$ cat src/rtl/chg_mon_pkg.sv
package chg_mon_pkg;

    typedef enum logic {
        ST_WARM = 1'b0,
        ST_RUN  = 1'b1
    } mon_state_e;

    localparam int RULE_NUM   = 5;
    localparam int RI_ONEBIT  = 0;
    localparam int RI_DIST    = 1;
    localparam int RI_STEP    = 2;
    localparam int RI_BOUND   = 3;
    localparam int RI_LAT     = 4;

endpackage

$ cat src/rtl/chg_pair_rules.sv
module chg_pair_rules #(
    parameter int W     = 8,
    parameter int STEP  = 1,
    parameter int HDIST = 2,
    parameter int RANGE = 3
) (
    input  logic [W-1:0] cur,
    input  logic [W-1:0] prev,
    input  logic         dec_mode,
    output logic         onebit_bad,
    output logic         dist_bad,
    output logic         step_bad,
    output logic         bound_bad
);
    localparam logic [W-1:0] STEP_V  = W'(STEP);
    localparam logic [W-1:0] RANGE_V = W'(RANGE);
    localparam int           CW      = $clog2(W + 1);

    logic [W-1:0]  flip;
    logic [CW-1:0] nflip;
    logic [W-1:0]  d_up;
    logic [W-1:0]  d_dn;
    logic [W-1:0]  mag;

    always_comb begin
        flip  = cur ^ prev;
        nflip = '0;
        for (int i = 0; i < W; i++) begin
            nflip = nflip + CW'(flip[i]);
        end
        d_up = cur - prev;
        d_dn = prev - cur;
        mag  = (d_up < d_dn) ? d_up : d_dn;

        onebit_bad = (nflip != CW'(1));
        dist_bad   = (nflip != CW'(HDIST));
        step_bad   = dec_mode ? (d_dn != STEP_V) : (d_up != STEP_V);
        bound_bad  = (mag > RANGE_V);
    end

endmodule

$ cat src/rtl/chg_lat_pipe.sv
module chg_lat_pipe #(
    parameter int LAT = 2
) (
    input  logic clk,
    input  logic rst_n,
    input  logic cause,
    output logic due
);
    generate
        if (LAT == 1) begin : g_single
            logic stage_q;
            always_ff @(posedge clk) begin
                if (!rst_n) stage_q <= 1'b0;
                else        stage_q <= cause;
            end
            assign due = stage_q;
        end else begin : g_chain
            logic [LAT-1:0] stage_q;
            always_ff @(posedge clk) begin
                if (!rst_n) stage_q <= '0;
                else        stage_q <= {stage_q[LAT-2:0], cause};
            end
            assign due = stage_q[LAT-1];

            // a pulse entering the chain reaches the next stage one edge later
            p_shift_r8: assert property (@(posedge clk) disable iff (!rst_n)
                cause |=> stage_q[0]);
        end
    endgenerate

endmodule

$ cat src/rtl/chg_pattern_mon.sv
module chg_pattern_mon
    import chg_mon_pkg::*;
#(
    parameter int W     = 8,
    parameter int STEP  = 1,
    parameter int HDIST = 2,
    parameter int RANGE = 3,
    parameter int LAT   = 2
) (
    input  logic         clk,
    input  logic         rst_n,
    input  logic         clr,
    input  logic [W-1:0] obs,
    input  logic         cause,
    input  logic         effect,
    input  logic         en_onebit,
    input  logic         en_dist,
    input  logic         en_step,
    input  logic         dec_mode,
    input  logic         en_bound,
    input  logic         en_lat,
    output logic         err_onebit,
    output logic         err_dist,
    output logic         err_step,
    output logic         err_bound,
    output logic         err_lat,
    output logic         any_error
);
    mon_state_e          st_q, st_d;
    logic                pair_live;
    logic [W-1:0]        prev_q;
    logic                onebit_bad, dist_bad, step_bad, bound_bad;
    logic                lat_due;
    logic [RULE_NUM-1:0] rule_en;
    logic [RULE_NUM-1:0] rule_hit;
    logic [RULE_NUM-1:0] flag_q;

    // state register
    always_ff @(posedge clk) begin
        if (!rst_n) st_q <= ST_WARM;
        else        st_q <= st_d;
    end

    // next state and outputs
    always_comb begin
        st_d      = st_q;
        pair_live = 1'b0;
        unique case (st_q)
            ST_WARM: begin
                st_d = ST_RUN;
            end
            ST_RUN: begin
                pair_live = 1'b1;
            end
        endcase
    end

    always_ff @(posedge clk) begin
        if (!rst_n) prev_q <= '0;
        else        prev_q <= obs;
    end

    chg_pair_rules #(.W(W), .STEP(STEP), .HDIST(HDIST), .RANGE(RANGE)) u_rules (
        .cur        (obs),
        .prev       (prev_q),
        .dec_mode   (dec_mode),
        .onebit_bad (onebit_bad),
        .dist_bad   (dist_bad),
        .step_bad   (step_bad),
        .bound_bad  (bound_bad)
    );

    chg_lat_pipe #(.LAT(LAT)) u_lat (
        .clk   (clk),
        .rst_n (rst_n),
        .cause (cause),
        .due   (lat_due)
    );

    always_comb begin
        rule_en              = '0;
        rule_hit             = '0;
        rule_en[RI_ONEBIT]   = en_onebit;
        rule_en[RI_DIST]     = en_dist;
        rule_en[RI_STEP]     = en_step;
        rule_en[RI_BOUND]    = en_bound;
        rule_en[RI_LAT]      = en_lat;
        rule_hit[RI_ONEBIT]  = pair_live & onebit_bad;
        rule_hit[RI_DIST]    = pair_live & dist_bad;
        rule_hit[RI_STEP]    = pair_live & step_bad;
        rule_hit[RI_BOUND]   = pair_live & bound_bad;
        rule_hit[RI_LAT]     = lat_due & ~effect;
    end

    generate
        for (genvar r = 0; r < RULE_NUM; r++) begin : g_flag
            always_ff @(posedge clk) begin
                if (!rst_n || clr) flag_q[r] <= 1'b0;
                else               flag_q[r] <= flag_q[r] | (rule_en[r] & rule_hit[r]);
            end
        end
    endgenerate

    assign err_onebit = flag_q[RI_ONEBIT];
    assign err_dist   = flag_q[RI_DIST];
    assign err_step   = flag_q[RI_STEP];
    assign err_bound  = flag_q[RI_BOUND];
    assign err_lat    = flag_q[RI_LAT];
    assign any_error  = |flag_q;

    // the first sample after reset leaves every neighbour-rule flag at 0
    p_first_quiet_r2: assert property (@(posedge clk) disable iff (!rst_n)
        (st_q == ST_WARM) |=> !(err_onebit | err_dist | err_step | err_bound));

    // a live edge whose samples differ in other than one bit sets the flag
    p_onebit_r3: assert property (@(posedge clk) disable iff (!rst_n)
        (st_q == ST_RUN && en_onebit && !clr && $countones(obs ^ prev_q) != 1)
        |=> err_onebit);

    // a due latency check with no effect sets the flag
    p_lat_miss_r8: assert property (@(posedge clk) disable iff (!rst_n)
        (lat_due && !effect && en_lat && !clr) |=> err_lat);

    // a disabled rule keeps a clear flag clear
    p_off_step_r9: assert property (@(posedge clk) disable iff (!rst_n)
        (!en_step && !err_step && !clr) |=> !err_step);

    // a set flag persists without a clear
    p_sticky_r10: assert property (@(posedge clk) disable iff (!rst_n)
        (err_bound && !clr) |=> err_bound);

    // a clear empties every flag
    p_clear_r10: assert property (@(posedge clk) disable iff (!rst_n)
        clr |=> !any_error);

endmodule

$ cat config.mk
export PLATFORM = sky130hd
export DESIGN_NAME = chg_pattern_mon
export DESIGN_NICKNAME = d
export VERILOG_FILES = /design/src/rtl/chg_mon_pkg.sv /design/src/rtl/chg_pair_rules.sv /design/src/rtl/chg_lat_pipe.sv /design/src/rtl/chg_pattern_mon.sv
export SDC_FILE = /design/constraint.sdc
export NUM_CORES = 1
export LEC_CHECK = 0
export CAP_MARGIN = 30
export CORE_ASPECT_RATIO = 2
export CORE_MARGIN = 3
export CORE_UTILIZATION = 60
export CTS_CLUSTER_SIZE = 25
export DETAILED_ROUTE_END_ITERATION = 8
export DONT_BUFFER_PORTS = 1
export PLACE_DENSITY = 0.84
export RECOVER_POWER = 50
export SKIP_LAST_GASP = 1
export SLEW_MARGIN = 5
export SYNTH_ARGS = -nofsm -noshare
export SYNTH_HDL_FRONTEND = slang
export SYNTH_SLANG_ARGS = --single-unit
$ cat constraint.sdc
create_clock -name clk -period 10.1 [get_ports clk]
set_input_delay 1.01 -clock clk [delete_from_list [all_inputs] [get_ports clk]]
set_output_delay 1.01 -clock clk [all_outputs]
set_load 0.1 [all_outputs]
### Word level (Yosys, flattened, before mapping)

Index checks and enable logic that the tools add are counted.

* bits in registers: 16
* input bits: 19
* output and inout bits: 6
* logic and storage cells: 47

* equal/unequal tests: 4
* reductions and logical operators: 3
* bitwise logic cells: 17
* order comparisons: 2
* add/subtract/negate cells: 9
* muxes and demuxes: 4

Operator list (count)
* 4-bit by 1-bit adder with 4-bit output: 6
* 8-bit by 1-bit != test with 1-bit output, second input constant: 2
* 8-bit subtractor: 2
* 1-bit AND: 10
* 8-bit by 2-bit > comparator with 1-bit output, second input constant: 1
* 8-bit less-than comparator: 1
* 8-bit two-way mux: 1
* 8-bit bitwise XOR: 1
* 1-bit bitwise OR: 5
* 5-bit OR reduction: 1
* 4-bit by 1-bit != test with 1-bit output, second input constant: 1
* 4-bit by 2-bit != test with 1-bit output, second input constant: 1
* 1-bit two-way mux: 3
* 1-bit by 1-bit adder with 2-bit output: 1
* 1-bit logical NOT: 1
* 1-bit logical OR: 1
* 1-bit inverter: 1

### Logic depth before layout (Yosys ltp)

* depth in word-level cells: 12
* mapped depth: 16
* depth with buffers taken out: 16

### By module

Synthesis repeated with hierarchy kept, for this count alone.

* cells, all modules: 194
* area, all modules: 1647.8 um^2

Modules (own cells, without submodules)
* chg_pair_rules: cells an instance 154, seq. area each 0.0 um^2, area each 1176.1 um^2, instances 1
* chg_pattern_mon: cells an instance 36, seq. area each 280.3 um^2, area each 419.2 um^2, instances 1
* chg_lat_pipe: cells an instance 4, seq. area each 40.0 um^2, area each 52.6 um^2, instances 1

### Worst setup path before layout

Ideal clock, no wire load.

* path type: input -> register
* from: in obs[1]
* to: reg flag_q[1], in the netlist err_dist
* buffers on the path: 0
* library setup time: 0.119 ns
* setup slack: 5.711 ns
* stages on the path: 16
* arrival: 4.270 ns
* required time: 9.981 ns
* cell sequence: inv_1 > ha_1 > inv_1 > ha_1 > inv_1 > fa_1 > fa_1 > inv_1 > fa_1 > inv_1 > fa_1 > a2111oi_0 > a21oi_1 > or3_1 > a31oi_1 > nor2_1

* cells in the longest elaborated chain, start to end: 12

RTL lines
* start: declaration: RTL line chg_pattern_mon.sv:13 `input logic [W-1:0] obs,`
* 8-bit bitwise XOR: RTL line chg_pair_rules.sv:26 `flip = cur ^ prev;`
* 1-bit by 1-bit adder with 2-bit output: RTL line chg_pair_rules.sv:29 `nflip = nflip + CW'(flip[i]);`
* 4-bit by 1-bit adder with 4-bit output (6 in a row): RTL line chg_pair_rules.sv:29
* 4-bit by 2-bit != test with 1-bit output: RTL line chg_pair_rules.sv:36 `dist_bad = (nflip != CW'(HDIST));`
* 1-bit AND: RTL line chg_pattern_mon.sv:89 `rule_hit[RI_DIST] = pair_live & dist_bad;`
* 1-bit AND: RTL line chg_pattern_mon.sv:99 `else flag_q[r] <= flag_q[r] | (rule_en[r] & rule_hit[r]);`
* 1-bit bitwise OR: RTL line chg_pattern_mon.sv:99
* end signal: indexed assignment: RTL line chg_pattern_mon.sv:99
* end: declaration: RTL line chg_pattern_mon.sv:36 `logic [RULE_NUM-1:0] flag_q;`

Every way passes these cells.
A chain may end at the register's enable or synchronous reset.

### Worst setup path in the final report

Same ends and word-level chain as after synthesis.

==> results.ini <==
[run_status]
status = finished, final reports clean

[route]
firstDrtPassIters = 4
wirelength_um = 4100
num_vias = 1508
drt_iter0_drc = 25
drtAntennaViolNets = 0
wire_per_inst_um = 17.6
drc = 0
drt-vias-per-instance = 6.47

[critical_path]
crit_family = adder cells
critPathMaxFanout = 4
end_kind = flip-flop
worstReg2RegStart = prev_q[1]$_SDFF_PN0_
critPathLaunchType = input pin
crit_chain = inv_1 > ha_1 > inv_1 > ha_1 > inv_1 > fa_1 > fa_1 > inv_1 > fa_1 > inv_1 > fa_1 > a2111oi_0 > a21oi_1 > or3_1 > a31oi_1 > nor2_1
crit_top_cell = inv_1
r2r-end = err_dist$_SDFF_PP0_
cp.arrival_ns = 4.54
r2r_cells = 15
cp.required_ns = 10.24
critPathMaxStageDelay_ns = 0.51
crit_type = in -> reg
cp_num_buf_inv = 5
r2r_slack_ns = 6.16
critPathSlowestCell = fa_1

[timing]
min_period_ns = 4.40
grt_setup_unrepaired = no
final.setup.worst_slack_ns = 5.70
drv_slew = 0
hold_viol_final = 0
setup-violations-final = 0
timing.setup.tns_ns = 0
fmax_ghz = 0.227
clock_skew_ns = 0.00569
max_slew_margin = 0.334
period_share = 0.435
worstMarginPinSlew_ns = 0.998

[placed_design]
gp_congestion = 0.946
place_hpwl_um = 3210
dp_slack_ns = 5.41
portBuffers = 0

[finish]
num_antenna_cells = 0
area_delta_synth_final_pct = 6.07
nNetsFinal = 252
drive_above_1_share = 0.0878
fill_cells = 225

[synthesis]
ys_types = 51
synth_top_flop_cell = dfxtp_1
synth_warnings = 0
synth_edf_count = 0
synth_fp_nets = 249
syn_area_sq_um = 1690
synth.area.top_cells = dfxtp_1 (19%), ha_1 (16%), fa_1 (7.1%)
syn-instance-count = 203
seq_area_frac_synth = 0.189
yosys.area.top_type = dfxtp_1
synth_top_area_frac = 0.189
async_flop_share = 0
synth_area_per_cell_sq_um = 8.33
synth_seq_cells = 16

[hold_path]
hold_path_depth = 1
hold_path_class = reg -> reg
worst_hold_startpoint = u_lat.g_chain.stage_q[0]$_SDFF_PN0_
min_to = u_lat.g_chain.stage_q[1]$_SDFF_PN0_

[die]
fp.coreArea_sq_um = 2640
fp.dieW_um = 43.5
rows = 26
die_area_sq_um = 3530
start_util = 0.642
num_io_pins = 25
die_y_um = 81.1

[clocking]
post_cts_buffers = 0
clock_latency_ns = 0.25
clkTransAtPathRegs_ns = 0.06
cts_hold_buf = 0
cts-htree-levels = 1
cts_tree = yes
cts_resized = 0
root_buffer = clkbuf_8
cts.sinks = 16
clockBufferDepth = 2
numCtsBuffers = 3

[power_and_ir_drop]
totalPowerFinal_uw = 270
vdd_drop_max_mv = 0.114
power.density_nw_per_um2 = 151
total_leakage_power_nw = 0.801

[global_routing]
grt_max_degree = 15
overflow = 0
grt_first_pass_wirelength_um = 7020
first_global_vias = 1603
antenna_found_initial = 0
grt_util_all_layers = 0.259

[flow_run]
cap_viol_max_count = 0

sequential cells by signal, indices dropped and copies added (netlist names):
name	cells
prev_q	8
u_lat.g_chain.stage_q	2
err_bound	1
err_dist	1
err_lat	1
err_onebit	1
err_step	1
st_q	1
layout make-up:
| type | instances | area (sq um) | share of cell area |
|---|---|---|---|
| Inverter | 30 | 113 | 0.0628 |
| Timing Repair Buffer | 4 | 60.1 | 0.0335 |
| Tap cell | 28 | 35.0 | 0.0195 |
| Multi-Input combinational cell | 151 | 1210 | 0.675 |
| Sequential cell | 16 | 320 | 0.179 |
| Clock buffer | 4 | 55.1 | 0.0307 |
cells in the final DEF (no fill, tap or decap), types with 2 or more instances in the layout:
cell      synthesis  final
a211oi_2          3      3
dfxtp_1          16     16
nand3_1           3      3
xor2_1            2      2
nand2b_1          2      2
and2_1           10      9
and3_1            4      4
nor2b_1           3      3
nand2_1           4      4
clkbuf_8          0      4
inv_1            29     29
o21ai_0          10     10
xnor2_1           3      3
fa_1              6      6
a211oi_1          5      5
mux2i_1           2      2
nor2_1           17     17
a221oi_1          2      2
ha_1             21     21
o21a_1            3      3
nor3b_1           5      5
nand3b_1          3      3
a21o_1            3      3
o31ai_1           2      2
o22ai_1           2      2
a21oi_1           8      8
nor3_1            4      4
a31oi_1           4      4
per-layer routing:
layer / vias to the layer above / track usage / share of wire
met5: - / 0 / 0
met4: 0 / 0.142 / 0.063
met3: 24 / 0.0377 / 0.047
met2: 66 / 0.493 / 0.54
met1: 697 / 0.250 / 0.35
li1: 721 / - / -
cells by family (layout without fill, tap and decap cells):
| logic type | count (synthesis) | in the layout | share of synthesized area |
|---|---|---|---|
| compound gates | 52 | 52 | 0.232 |
| flops | 16 | 16 | 0.189 |
| mux | 2 | 2 | 0.0118 |
| simple gates | 64 | 64 | 0.214 |
| fa+ha+maj | 28 | 28 | 0.232 |
| xor+xnor | 5 | 5 | 0.0259 |
| buf+inv | 36 | 38 | 0.0947 |
stage by stage:
stage               hold slack, ns  std cells   util  cell area, sq um
floorplan                    0.412        203      -              1690
global placement             0.413        225  0.637              1680
detailed placement           0.424        227  0.649              1710
CTS                          0.440        231  0.670              1770
global route                 0.455        233  0.681              1790
finish                       0.435        233  0.681              1790
power breakdown:
part           switching [mW]  internal [mW]  total, mW
Clock                  0.0241         0.0346     0.0588
Sequential            0.00759         0.0669     0.0745
Combinational          0.0818         0.0549      0.137
Total                   0.114          0.156      0.270
Yosys cell counts (4+ instances only):
cell,number
a211oi_1,5
a31oi_1,4
nand2_1,4
nor2_1,17
nor3_1,4
dfxtp_1,16
nor3b_1,5
ha_1,21
and2_1,10
a21oi_1,8
and3_1,4
o21ai_0,10
inv_1,29
fa_1,6
how the worst max path moves through the flow:
stage | from | end | cells past startpoint
after CTS | obs[1] | err_dist$_SDFF_PP0_ | 16
after detailed placement | obs[1] | err_dist$_SDFF_PP0_ | 16
after global routing | obs[1] | err_dist$_SDFF_PP0_ | 16
final | obs[1] | err_dist$_SDFF_PP0_ | 16
after floorplan | obs[1] | err_dist$_SDFF_PP0_ | 16
after global placement | obs[1] | err_dist$_SDFF_PP0_ | 16
Note: power is estimated with default switching activity, not from simulation.
